==> src/rtl/simt_div_pkg.sv <==
package simt_div_pkg;

    // Outcome of a per-lane vote against the active mask
    typedef enum logic [1:0] {
        BR_NONE  = 2'd0,
        BR_TAKEN = 2'd1,
        BR_FALL  = 2'd2,
        BR_SPLIT = 2'd3
    } br_cls_e;

endpackage

==> src/rtl/div_vote.sv <==
module div_vote
    import simt_div_pkg::*;
#(
    parameter int LANES = 32
) (
    input  logic [LANES-1:0] mask_i,
    input  logic [LANES-1:0] taken_i,
    output br_cls_e          cls_o,
    output logic [LANES-1:0] t_o,
    output logic [LANES-1:0] nt_o
);

    always_comb begin
        t_o  = taken_i & mask_i;
        nt_o = mask_i & ~taken_i;
        if (mask_i == '0) begin
            cls_o = BR_NONE;
        end else if (nt_o == '0) begin
            cls_o = BR_TAKEN;
        end else if (t_o == '0) begin
            cls_o = BR_FALL;
        end else begin
            cls_o = BR_SPLIT;
        end
    end

endmodule

==> src/rtl/div_stack.sv <==
module div_stack #(
    parameter int EW    = 64,
    parameter int DEPTH = 8,
    localparam int DW   = $clog2(DEPTH + 1)
) (
    input  logic          clk,
    input  logic          rst_n,
    input  logic          clr_i,
    input  logic          push_a_i,
    input  logic          push_b_i,
    input  logic [EW-1:0] ent_a_i,
    input  logic [EW-1:0] ent_b_i,
    input  logic          pop_i,
    output logic [EW-1:0] top_o,
    output logic [DW-1:0] depth_o
);

    typedef struct packed {
        logic [DEPTH-1:0][EW-1:0] mem;
        logic [DW-1:0]            depth;
    } stk_t;

    stk_t stk_q, stk_d;

    always_comb begin
        int ia;
        int ib;
        stk_d = stk_q;
        ia    = int'(stk_q.depth);
        ib    = ia + (push_a_i ? 1 : 0);
        if (clr_i) begin
            stk_d.depth = '0;
        end else if (pop_i && stk_q.depth != '0) begin
            stk_d.depth = stk_q.depth - DW'(1);
        end else begin
            for (int k = 0; k < DEPTH; k++) begin
                if (push_a_i && k == ia) stk_d.mem[k] = ent_a_i;
                if (push_b_i && k == ib) stk_d.mem[k] = ent_b_i;
            end
            stk_d.depth = stk_q.depth + DW'(push_a_i) + DW'(push_b_i);
        end
    end

    always_comb begin
        top_o = '0;
        for (int k = 0; k < DEPTH; k++) begin
            if (k + 1 == int'(stk_q.depth)) top_o = stk_q.mem[k];
        end
    end

    assign depth_o = stk_q.depth;

    always_ff @(posedge clk) begin
        if (!rst_n) stk_q <= '0;
        else        stk_q <= stk_d;
    end

    // the stack never holds more entries than it has slots
    a_r10_depth_bound: assert property (@(posedge clk) disable iff (!rst_n)
        int'(stk_q.depth) <= DEPTH);

    // the controller never asks for a push that does not fit
    a_r10_no_overflow: assert property (@(posedge clk) disable iff (!rst_n)
        (!clr_i && !pop_i) |->
        (int'(stk_q.depth) + (push_a_i ? 1 : 0) + (push_b_i ? 1 : 0) <= DEPTH));

endmodule

==> src/rtl/simt_div_ctrl.sv <==
module simt_div_ctrl
    import simt_div_pkg::*;
#(
    parameter int LANES = 32,
    parameter int PCW   = 16,
    parameter int DEPTH = 8,
    parameter int CW    = 16
) (
    input  logic             clk,
    input  logic             rst_n,
    input  logic             start_i,
    input  logic [PCW-1:0]   start_pc_i,
    input  logic [LANES-1:0] lane_en_i,
    input  logic             is_br_i,
    input  logic             is_exit_i,
    input  logic [LANES-1:0] taken_i,
    input  logic [PCW-1:0]   target_i,
    input  logic [PCW-1:0]   reconv_i,
    output logic             issue_o,
    output logic [PCW-1:0]   pc_o,
    output logic [LANES-1:0] mask_o,
    output logic             done_o,
    output logic             ovf_o,
    output logic [CW-1:0]    cyc_o
);

    localparam int EW = 2 * PCW + LANES;
    localparam int DW = $clog2(DEPTH + 1);

    typedef struct packed {
        logic [PCW-1:0]   rpc;
        logic [PCW-1:0]   npc;
        logic [LANES-1:0] mask;
    } ent_t;

    typedef struct packed {
        logic [PCW-1:0]   pc;
        logic [PCW-1:0]   rpc;
        logic [LANES-1:0] mask;
        logic [LANES-1:0] alive;
        logic             active;
        logic             launched;
        logic             ovf;
        logic [CW-1:0]    cyc;
    } st_t;

    st_t              st_q, st_d;
    logic [DW-1:0]    depth;
    logic [EW-1:0]    top_raw;
    ent_t             top_e;
    ent_t             ent_a, ent_b;
    logic             push_a, push_b, pop, clr;
    br_cls_e          cls;
    logic [LANES-1:0] t_m, nt_m;
    logic             issue, pop_now, need_r, need_n, fits, ovf_evt;
    logic [PCW-1:0]   fall_pc;

    assign top_e = ent_t'(top_raw);

    div_vote #(.LANES(LANES)) u_vote (
        .mask_i  (st_q.mask),
        .taken_i (taken_i),
        .cls_o   (cls),
        .t_o     (t_m),
        .nt_o    (nt_m)
    );

    div_stack #(.EW(EW), .DEPTH(DEPTH)) u_stack (
        .clk      (clk),
        .rst_n    (rst_n),
        .clr_i    (clr),
        .push_a_i (push_a),
        .push_b_i (push_b),
        .ent_a_i  (ent_a),
        .ent_b_i  (ent_b),
        .pop_i    (pop),
        .top_o    (top_raw),
        .depth_o  (depth)
    );

    // A restore is due when the path reached its merge point or ran out of lanes
    assign pop_now = st_q.active && depth != '0 &&
                     (st_q.mask == '0 || st_q.pc == st_q.rpc);
    assign issue   = st_q.active && st_q.mask != '0 && !pop_now;

    always_comb begin
        st_d    = st_q;
        push_a  = 1'b0;
        push_b  = 1'b0;
        pop     = 1'b0;
        clr     = 1'b0;
        ovf_evt = 1'b0;
        fall_pc = st_q.pc + PCW'(1);
        // restore entry only when this region merges somewhere new
        need_r  = (reconv_i != st_q.rpc);
        // deferred path only when the fall-through is not the merge point
        need_n  = (fall_pc != reconv_i);
        fits    = (int'(depth) + (need_r ? 1 : 0) + (need_n ? 1 : 0)) <= DEPTH;
        ent_a   = '{rpc: st_q.rpc, npc: reconv_i, mask: st_q.mask};
        ent_b   = '{rpc: reconv_i, npc: fall_pc, mask: nt_m};

        if (start_i) begin
            st_d.pc       = start_pc_i;
            st_d.rpc      = '1;
            st_d.mask     = lane_en_i;
            st_d.alive    = lane_en_i;
            st_d.active   = (lane_en_i != '0);
            st_d.launched = 1'b1;
            st_d.ovf      = 1'b0;
            st_d.cyc      = '0;
            clr           = 1'b1;
        end else if (pop_now) begin
            pop       = 1'b1;
            st_d.pc   = top_e.npc;
            st_d.rpc  = top_e.rpc;
            st_d.mask = top_e.mask & st_q.alive;
        end else if (issue) begin
            st_d.cyc = st_q.cyc + CW'(1);
            if (is_exit_i) begin
                st_d.alive = st_q.alive & ~st_q.mask;
                st_d.mask  = '0;
                if ((st_q.alive & ~st_q.mask) == '0) st_d.active = 1'b0;
            end else if (is_br_i) begin
                case (cls)
                    BR_TAKEN: st_d.pc = target_i;
                    BR_FALL:  st_d.pc = fall_pc;
                    BR_SPLIT: begin
                        if (!fits) begin
                            ovf_evt  = 1'b1;
                            st_d.ovf = 1'b1;
                        end else begin
                            push_a    = need_r;
                            push_b    = need_n;
                            st_d.pc   = target_i;
                            st_d.mask = t_m;
                            st_d.rpc  = reconv_i;
                        end
                    end
                    default: st_d.pc = fall_pc;
                endcase
            end else begin
                st_d.pc = fall_pc;
            end
        end
    end

    always_ff @(posedge clk) begin
        if (!rst_n) st_q <= '0;
        else        st_q <= st_d;
    end

    assign issue_o = issue;
    assign pc_o    = st_q.pc;
    assign mask_o  = st_q.mask;
    assign done_o  = st_q.launched && !st_q.active;
    assign ovf_o   = st_q.ovf;
    assign cyc_o   = st_q.cyc;

    // a unanimous vote leaves the mask alone
    a_r3_unanimous_mask: assert property (@(posedge clk) disable iff (!rst_n)
        (issue && is_br_i && !is_exit_i && !start_i &&
         (cls == BR_TAKEN || cls == BR_FALL))
        |=> (mask_o == $past(mask_o)));

    // a split continues at the target with only the taken lanes
    a_r4_split_taken_first: assert property (@(posedge clk) disable iff (!rst_n)
        (issue && is_br_i && !is_exit_i && !start_i && cls == BR_SPLIT && fits)
        |=> (mask_o == $past(taken_i & mask_o) && pc_o == $past(target_i)));

    // no lane outside the live set is ever active
    a_r8_live_lanes_only: assert property (@(posedge clk) disable iff (!rst_n)
        (st_q.mask & ~st_q.alive) == '0);

    // a finished warp has no active lane and issues nothing
    a_r9_done_quiet: assert property (@(posedge clk) disable iff (!rst_n)
        done_o |-> (mask_o == '0 && !issue_o));

    // an overflowing split freezes the warp and raises the flag
    a_r10_ovf_hold: assert property (@(posedge clk) disable iff (!rst_n)
        (ovf_evt && !start_i)
        |=> (ovf_o && pc_o == $past(pc_o) && mask_o == $past(mask_o)));

endmodule

==> config.mk <==
export PLATFORM = sky130hd
export DESIGN_NAME = simt_div_ctrl
export DESIGN_NICKNAME = d
export VERILOG_FILES = /design/src/rtl/simt_div_pkg.sv /design/src/rtl/div_vote.sv /design/src/rtl/div_stack.sv /design/src/rtl/simt_div_ctrl.sv
export SDC_FILE = /design/constraint.sdc
export NUM_CORES = 2
export LEC_CHECK = 0
export BUFFER_PORTS_ARGS = -buffer_cell sky130_fd_sc_hd__buf_2
export CORE_MARGIN = 5
export CORE_UTILIZATION = 50
export CTS_BUF_LIST = sky130_fd_sc_hd__clkbuf_16
export DETAILED_ROUTE_END_ITERATION = 10
export PLACE_DENSITY_LB_ADDON = 0.05
export SLEW_MARGIN = 40
export SYNTH_ARGS = -nofsm -noshare
export SYNTH_HDL_FRONTEND = slang
export SYNTH_SLANG_ARGS = --single-unit
==> constraint.sdc <==
create_clock -name clk -period 5.7 [get_ports clk]
set_input_delay 0.855 -clock clk [delete_from_list [all_inputs] [get_ports clk]]
set_output_delay 0.855 -clock clk [all_outputs]
set_load 0.01 [all_outputs]
After elaboration in Yosys (flattened, before gate mapping)
Index checks and enable logic that the tools add are counted.
Operators by class
  $add $sub $neg: 8
  $lt $le $gt $ge: 1
  eq/ne operators: 23
  mux-type cells: 61
  bitwise operators: 12
  reduce and logical (&&, ||, !) cells: 69
Operators by type and width (count)
  $mux W64: 26
  $mux W97: 2
  $logic_not A32 Y1: 5
  $and A32 B32 Y32: 4
  $eq A4 B32 Y1 const A: 4
  $mux W48: 2
  $mux W33: 2
  $eq A3 B32 Y1 const A: 2
  $mux W32: 2
  $not A32 Y32: 2
  $reduce_bool A32 Y1: 2
  $add A16 B1 Y16 const B: 2
  $add A5 B32 Y32: 1
  $eq A2 B32 Y1 const A: 1
  $ne A16 B16 Y1: 2
  $pmux W16 S2: 1
  $reduce_and A3 Y1: 10
  $logic_and A1 B1 Y1: 22
  $mux W1: 22
  $reduce_bool A2 Y1: 11
  $eq A4 B4 Y1 const A: 5
  $eq A16 B16 Y1: 1
  $mux W16: 1
  $reduce_bool A4 Y1: 4
  other kinds (24): 38
Word-level totals
  register bits: 631
  input bits: 117
  output and inout bits: 67
  word-level logic and storage cells: 191

Logic depth before layout (Yosys ltp)
  word-level depth: 18
  depth in mapped cells: 33
  depth with buffers taken out: 25

Modules after synthesis
A second synthesis with hierarchy kept.
Second synthesis, totals
  cell total of the unflattened synthesis: 4362
  area total of the unflattened synthesis: 36170.9 sq um
Modules (own cells, without submodules)
  div_stack: instances 1, cells an instance 3279, area each 27804.2 sq um, sequential area each 10329.9 sq um
  simt_div_ctrl: instances 1, cells an instance 995, area each 7800.0 sq um, sequential area each 2302.2 sq um
  div_vote: instances 1, cells an instance 88, area each 566.8 sq um, sequential area each 0.0 sq um

Least setup slack after synthesis
No wires, ideal clock.
  path kind: input-to-reg
  start: input reconv_i[8]
  end: register u_stack.stk_q[436] in the netlist's numbering
  setup time: 116 ps
  data arrival time: 6103 ps
  required time: 5584 ps
  path slack: -519 ps
  cell stages on the path: 30
  buffers on the path: 8
  cell sequence: clkbuf_1 > xor2_1 > o21ai_0 > a21oi_1 > nor3b_1 > o2111ai_1 > and4b_1 > buf_2 > buf_6 > buf_2 > fa_1 > inv_1 > ha_1 > or3b_2 > a21oi_1 > nor3_1 > a211oi_1 > buf_2 > nand3_1 > inv_1 > ha_1 > ha_1 > mux2i_1 > o32ai_1 > nor2b_1 > o2111ai_2 > buf_4 > buf_6 > buf_6 > o211a_1
On the way
  cells in the longest elaborated chain, start to end: 18
  elaborated cells between the ends (all ways): 29
  those cells by class: 3 x add/sub; 1 x order compare; 3 x eq/ne; 18 x mux; 4 x reduce/logical
Ends and longest elaborated chain
  start, declared: RTL line simt_div_ctrl.sv:18  | input logic [PCW-1:0] reconv_i,
  $ne A16 B16 Y1: RTL line simt_div_ctrl.sv:95  | need_r = (reconv_i != st_q.rpc);
  $mux W1: RTL line simt_div_ctrl.sv:98  | fits = (int'(depth) + (need_r ? 1 : 0) + (need_n ? 1 : 0)) <= DEPTH;
  $add A4 B1 Y5: RTL line simt_div_ctrl.sv:98
  $add A5 B1 Y6: RTL line simt_div_ctrl.sv:98
  $le A6 B4 Y1: RTL line simt_div_ctrl.sv:98
  $mux W1: RTL line simt_div_ctrl.sv:128  | if (!fits) begin
  $mux W1: RTL line simt_div_ctrl.sv:124  | case (cls)
  $mux W1: RTL line simt_div_ctrl.sv:123  | end else if (is_br_i) begin
  [2 not listed]
  $mux W1: RTL line simt_div_ctrl.sv:112  | end else if (pop_now) begin
  $mux W1: RTL line simt_div_ctrl.sv:102  | if (start_i) begin
  $mux W1: RTL line div_stack.sv:30  | ib = ia + (push_a_i ? 1 : 0);
  $add A5 B32 Y32: RTL line div_stack.sv:30
  $eq A4 B32 Y1: RTL line div_stack.sv:38  | if (push_b_i && k == ib) stk_d.mem[k] = ent_b_i;
  $logic_and A1 B1 Y1: RTL line div_stack.sv:38
  $reduce_bool A2 Y1 (no line)
  $reduce_and A3 Y1 (no line)
  end signal, assigned: RTL line div_stack.sv:55  | else stk_q <= stk_d;
  end, declared: RTL line div_stack.sv:23  | stk_t stk_q, stk_d;
Several ways; a longest one is shown, not always the timed one.
A chain may end at the register's enable or synchronous reset.

Final worst setup path
  start: register st_q, in the netlist pc_o[1]
  end: register u_stack.stk_q[135] in the netlist's numbering
On the way
  cells in the longest elaborated chain, start to end: 18
  elaborated cells between the ends (all ways): 36
  those cells by class: 3 x add/sub; 1 x order compare; 3 x eq/ne; 19 x mux; 1 x bitwise; 9 x reduce/logical
Ends and longest elaborated chain
  start, declared: RTL line simt_div_ctrl.sv:47  | st_t st_q, st_d;
  start signal, assigned: RTL line simt_div_ctrl.sv:149  | else st_q <= st_d;
  $add A16 B1 Y16: RTL line simt_div_ctrl.sv:93  | fall_pc = st_q.pc + PCW'(1);
  $ne A16 B16 Y1: RTL line simt_div_ctrl.sv:97  | need_n = (fall_pc != reconv_i);
  $mux W1: RTL line simt_div_ctrl.sv:98
  $add A5 B1 Y6: RTL line simt_div_ctrl.sv:98
  $le A6 B4 Y1: RTL line simt_div_ctrl.sv:98
  $mux W1: RTL line simt_div_ctrl.sv:128
  $mux W1: RTL line simt_div_ctrl.sv:124
  $mux W1: RTL line simt_div_ctrl.sv:123
  [2 not listed]
  $mux W1: RTL line simt_div_ctrl.sv:112
  $mux W1: RTL line simt_div_ctrl.sv:102
  $mux W1: RTL line div_stack.sv:30
  $add A5 B32 Y32: RTL line div_stack.sv:30
  $eq A3 B32 Y1: RTL line div_stack.sv:38
  $logic_and A1 B1 Y1: RTL line div_stack.sv:38
  $reduce_bool A2 Y1 (no line)
  $reduce_and A3 Y1 (no line)
Several ways; a longest one is shown, not always the timed one.

==> impl_metrics.py <==
metrics = {
    "route": {
        "wire_per_inst_um": 25.92,
        "wl_mm": 136.1,
        "routed_via_density": 6.582,
        "drc": 0,
        "vias": 34570,
        "antenna_left": 0,
        "drt_iter0_drc": 4246,
        "drt-pass1-iter-count": 9,
    },
    "floorplanning": {
        "die_h_um": 274.3,
        "core_mm2": 0.06895,
        "rows": 96,
        "ios": 184,
        "start_util": 0.5064,
        "die-width_um": 274.3,
        "die_area_mm2": 0.07522,
    },
    "power": {
        "pwr-share-seq": 0.458,
        "internal_power_uw": 7356,
        "peakVddDrop_uv": 277.6,
        "switching_share": 0.2667,
        "power.combinational.fraction": 0.091,
        "p_per_area_mw_per_mm2": 256.2,
        "p_total_uw": 10030,
        "p_leak_uw": 0.01740,
        "switchingPower_uw": 2675,
        "clkPwrFrac": 0.451,
    },
    "setup_path": {
        "endpoint_kind": "flop",
        "cp.arrival_ns": 5.95,
        "worst-r2r-cell-count": 26,
        "startpoint": "pc_o[1]$_SDFFE_PN0P_",
        "crit_end": "u_stack.stk_q[135]$_SDFFE_PN0P_",
        "r2r_start": "pc_o[1]$_SDFFE_PN0P_",
        "r2r_slack_ns": 0.29,
        "crit_slowest_cell": "or3_4",
        "crit_fanout": 25,
        "worstSetupPathType": "reg2reg",
        "cp-start-kind": "flop",
        "worst_path_largest_cell_delay_ns": 0.42,
        "critPathRequiredTime_ns": 6.24,
        "regToRegEndpoint": "u_stack.stk_q[135]$_SDFFE_PN0P_",
    },
    "synthesis": {
        "syn_inst": 4370,
        "synth_edf_count": 0,
        "synth_top_cells_by_area": "dfxtp_1 36%, o21ai_0 7.8%, mux2i_1 6.0%",
        "avgSynthCellArea_um2": 7.990,
        "syn_area_mm2": 0.03492,
        "synth_top_area_share": 0.3618,
        "synthArstFlopShare": 0,
        "seq_area_frac_synth": 0.3618,
        "yosys_register_bits": 631,
        "synthFlopType": "dfxtp_1",
        "yosysWarnings": 0,
        "synth.distinct_cells": 78,
        "syn_nets": 4499,
        "yosysTopAreaCell": "dfxtp_1",
    },
    "timing": {
        "min_period_ns": 5.411,
        "slew_violations": 0,
        "slew_headroom": 0.3545,
        "fin_skew_ns": 0.02058,
        "fin_ws_ns": 0.2894,
        "fmax_ghz": 0.1848,
        "hold_viol": 0,
        "tightest_slew_ns": 0.9578,
        "rsz0062_at_grt": "false",
        "setup_viol": 0,
        "tns_ns": 0,
        "post-route-period-util": 0.9492,
    },
    "placement": {
        "routabilityCongestion": 0.9640,
        "post-place-ws_ns": -0.04406,
        "post-dp-hpwl_mm": 83.51,
        "place_area_mm2": 0.03683,
        "io_buffers": 183,
    },
    "clock_network": {
        "path_clk_slew_ns": 0.06,
        "cts_buffers": 72,
        "clkSinkCount": 631,
        "clockBufferDepth": 3,
        "hold_buffers": 0,
        "cts_root_buffer": "clkbuf_16",
        "cts_tree": "yes",
        "clk-insertion-delay-late_ns": 0.63,
        "h-tree-depth": 3,
    },
    "min_path": {
        "hold_depth": 1,
        "hold_class": "reg2reg",
    },
    "finish": {
        "fillers": 6431,
        "final_layout_size_suffix_gt1_frac": 0.1254,
        "final_area_mm2": 0.03915,
        "n_antenna_cell": 0,
        "layout.nets": 4401,
        "area_growth_pct": 12.11,
    },
    "run": {
        "max_cap_viol_count": 0,
    },
    "global_routing": {
        "grt_pass1_vias": 31520,
        "overflow": 0,
        "grt_pass1_wl_mm": 203.3,
        "grt_max_degree": 122,
        "track_usage": 0.3437,
        "antenna_found_initial": 3,
    },
    "run_status": {
        "outcome": "finished clean",
    },
}
[critical path: cells and delay by family, from the launching register on]
| kind | cells | cell delay, ns |
|---|---|---|
| XOR/XNOR | 1 | 0.17 |
| AND/OR/NAND/NOR | 11 | 2.20 |
| buffers and inverters | 5 | 0.62 |
| AO/OA/AOI/OAI | 5 | 1.15 |
| adder cells (fa/ha/maj) | 4 | 0.78 |
| flip-flops | 1 | 0.39 |
[per-layer routing]
metal	routed length, um	up-vias	track usage
met5	17	-	0.001974
met3	12920	333	0.07114
met2	59680	1767	0.5204
li1	-	15790	-
met1	58440	16680	0.4864
met4	5077	4	0.1216
[cell type report]
cell class | count | area (um2) | share of cell area
multi-input cells | 3144 | 19970 | 0.5101
flip-flops and latches | 631 | 12640 | 0.3228
repair buffers | 371 | 2978 | 0.07607
clock buffers | 72 | 1802 | 0.04603
well taps | 931 | 1165 | 0.02976
clock inverters | 51 | 400.4 | 0.01023
inverters | 52 | 195.2 | 0.004986
[worst min path at each step]
stage                                         start                              end  slack [ns]
floorplan                     st_q[17]$_SDFFE_PN0P_            st_q[17]$_SDFFE_PN0P_        0.43
global placement              st_q[17]$_SDFFE_PN0P_            st_q[17]$_SDFFE_PN0P_        0.44
detailed placement            st_q[17]$_SDFFE_PN0P_            st_q[17]$_SDFFE_PN0P_        0.45
CTS                           st_q[17]$_SDFFE_PN0P_            st_q[17]$_SDFFE_PN0P_        0.46
global route        u_stack.stk_q[238]$_SDFFE_PN0P_  u_stack.stk_q[238]$_SDFFE_PN0P_        0.48
finish                        st_q[17]$_SDFFE_PN0P_            st_q[17]$_SDFFE_PN0P_        0.46
[flip-flops by register name, indices dropped and copies added (netlist names)]
| register | count |
|---|---|
| ent_a | 16 |
| mask_o | 32 |
| ovf_o | 1 |
| pc_o | 16 |
| st_q | 34 |
| cyc_o | 16 |
| u_stack.depth_o | 4 |
| u_stack.stk_q | 512 |
[cell usage after synthesis (all sizes together), types with 31 or more instances]
library cell	n
dfxtp	631
a211oi	32
a2111oi	49
o22ai	144
o211a	130
clkbuf	331
nand4	34
nand2	355
inv	52
a22oi	127
a31oi	67
and2	38
o221ai	32
nor2	370
o31a	32
o21a	34
and3	265
o21ai	621
mux2i	211
nand3b	36
nor4	31
buf	212
o211ai	50
o31ai	64
xor2	40
a21oi	123
a221oi	33
xnor2	33
[metrics by stage]
stage,std cells,util,hold WS (ns)
4_1_cts,5251,0.5661,0.4611
3_5_place_dp,5128,0.5342,0.4460
5_1_grt,5252,0.5678,0.4840
6_report,5252,0.5678,0.4625
2_1_floorplan,4370,-,0.4330
3_3_place_gp,5127,0.5323,0.4436
[layout by cell type (no fill, tap or decap), types with 10 or more instances in the layout]
cell type  count
o21ai_0      545
nand4_1       32
and2_1        36
xnor2_1       27
a311oi_1      16
buf_2        181
dfxtp_1      629
a221oi_1      33
o211ai_1      49
o211a_1      130
o221ai_1      32
nand2_1      351
nand2b_1      29
nor4_1        26
inv_1         71
o31a_1        32
nand3b_1      36
a211oi_1      31
mux2i_1      211
nor2b_1       10
a21oi_1      121
a22oi_1      127
a31oi_1       67
and3_1       265
nand3_1       23
o31ai_1       64
clkbuf_16     73
xor2_1        32
a21boi_0      23
buf_4        137
o21ai_1       76
nor2_1       366
o21a_1        34
a2111oi_0     46
o22ai_1      144
buf_12        49
[repair_timing]
item                                    CTS  global route
buffers inserted                          0             0
endpoints found under the setup margin    0           515
gates resized for setup                   0            13
[kinds of logic after synthesis]
group                      count (synthesis)  share of synthesized area
muxes                                    212                    0.06081
AOI/OAI and AO/OA                       1605                     0.3012
and+or+nand+nor                         1240                     0.1730
DFF                                      631                     0.3618
buffers and inverters                    595                    0.07858
adders and majority gates                 12                   0.004730
xor gates and xnor gates                  75                    0.01989
[power by group through the flow]
stage | clock network [uW] | logic [uW] | registers, uW
after floorplan | 0 | 570 | 4630
after global placement | 0 | 878 | 4680
after detailed placement | 0 | 883 | 4690
after CTS | 4560 | 887 | 4590
after global routing | 4740 | 970 | 4600
final | 4520 | 917 | 4590
No activity file was read; power rests on OpenSTA's default activity.
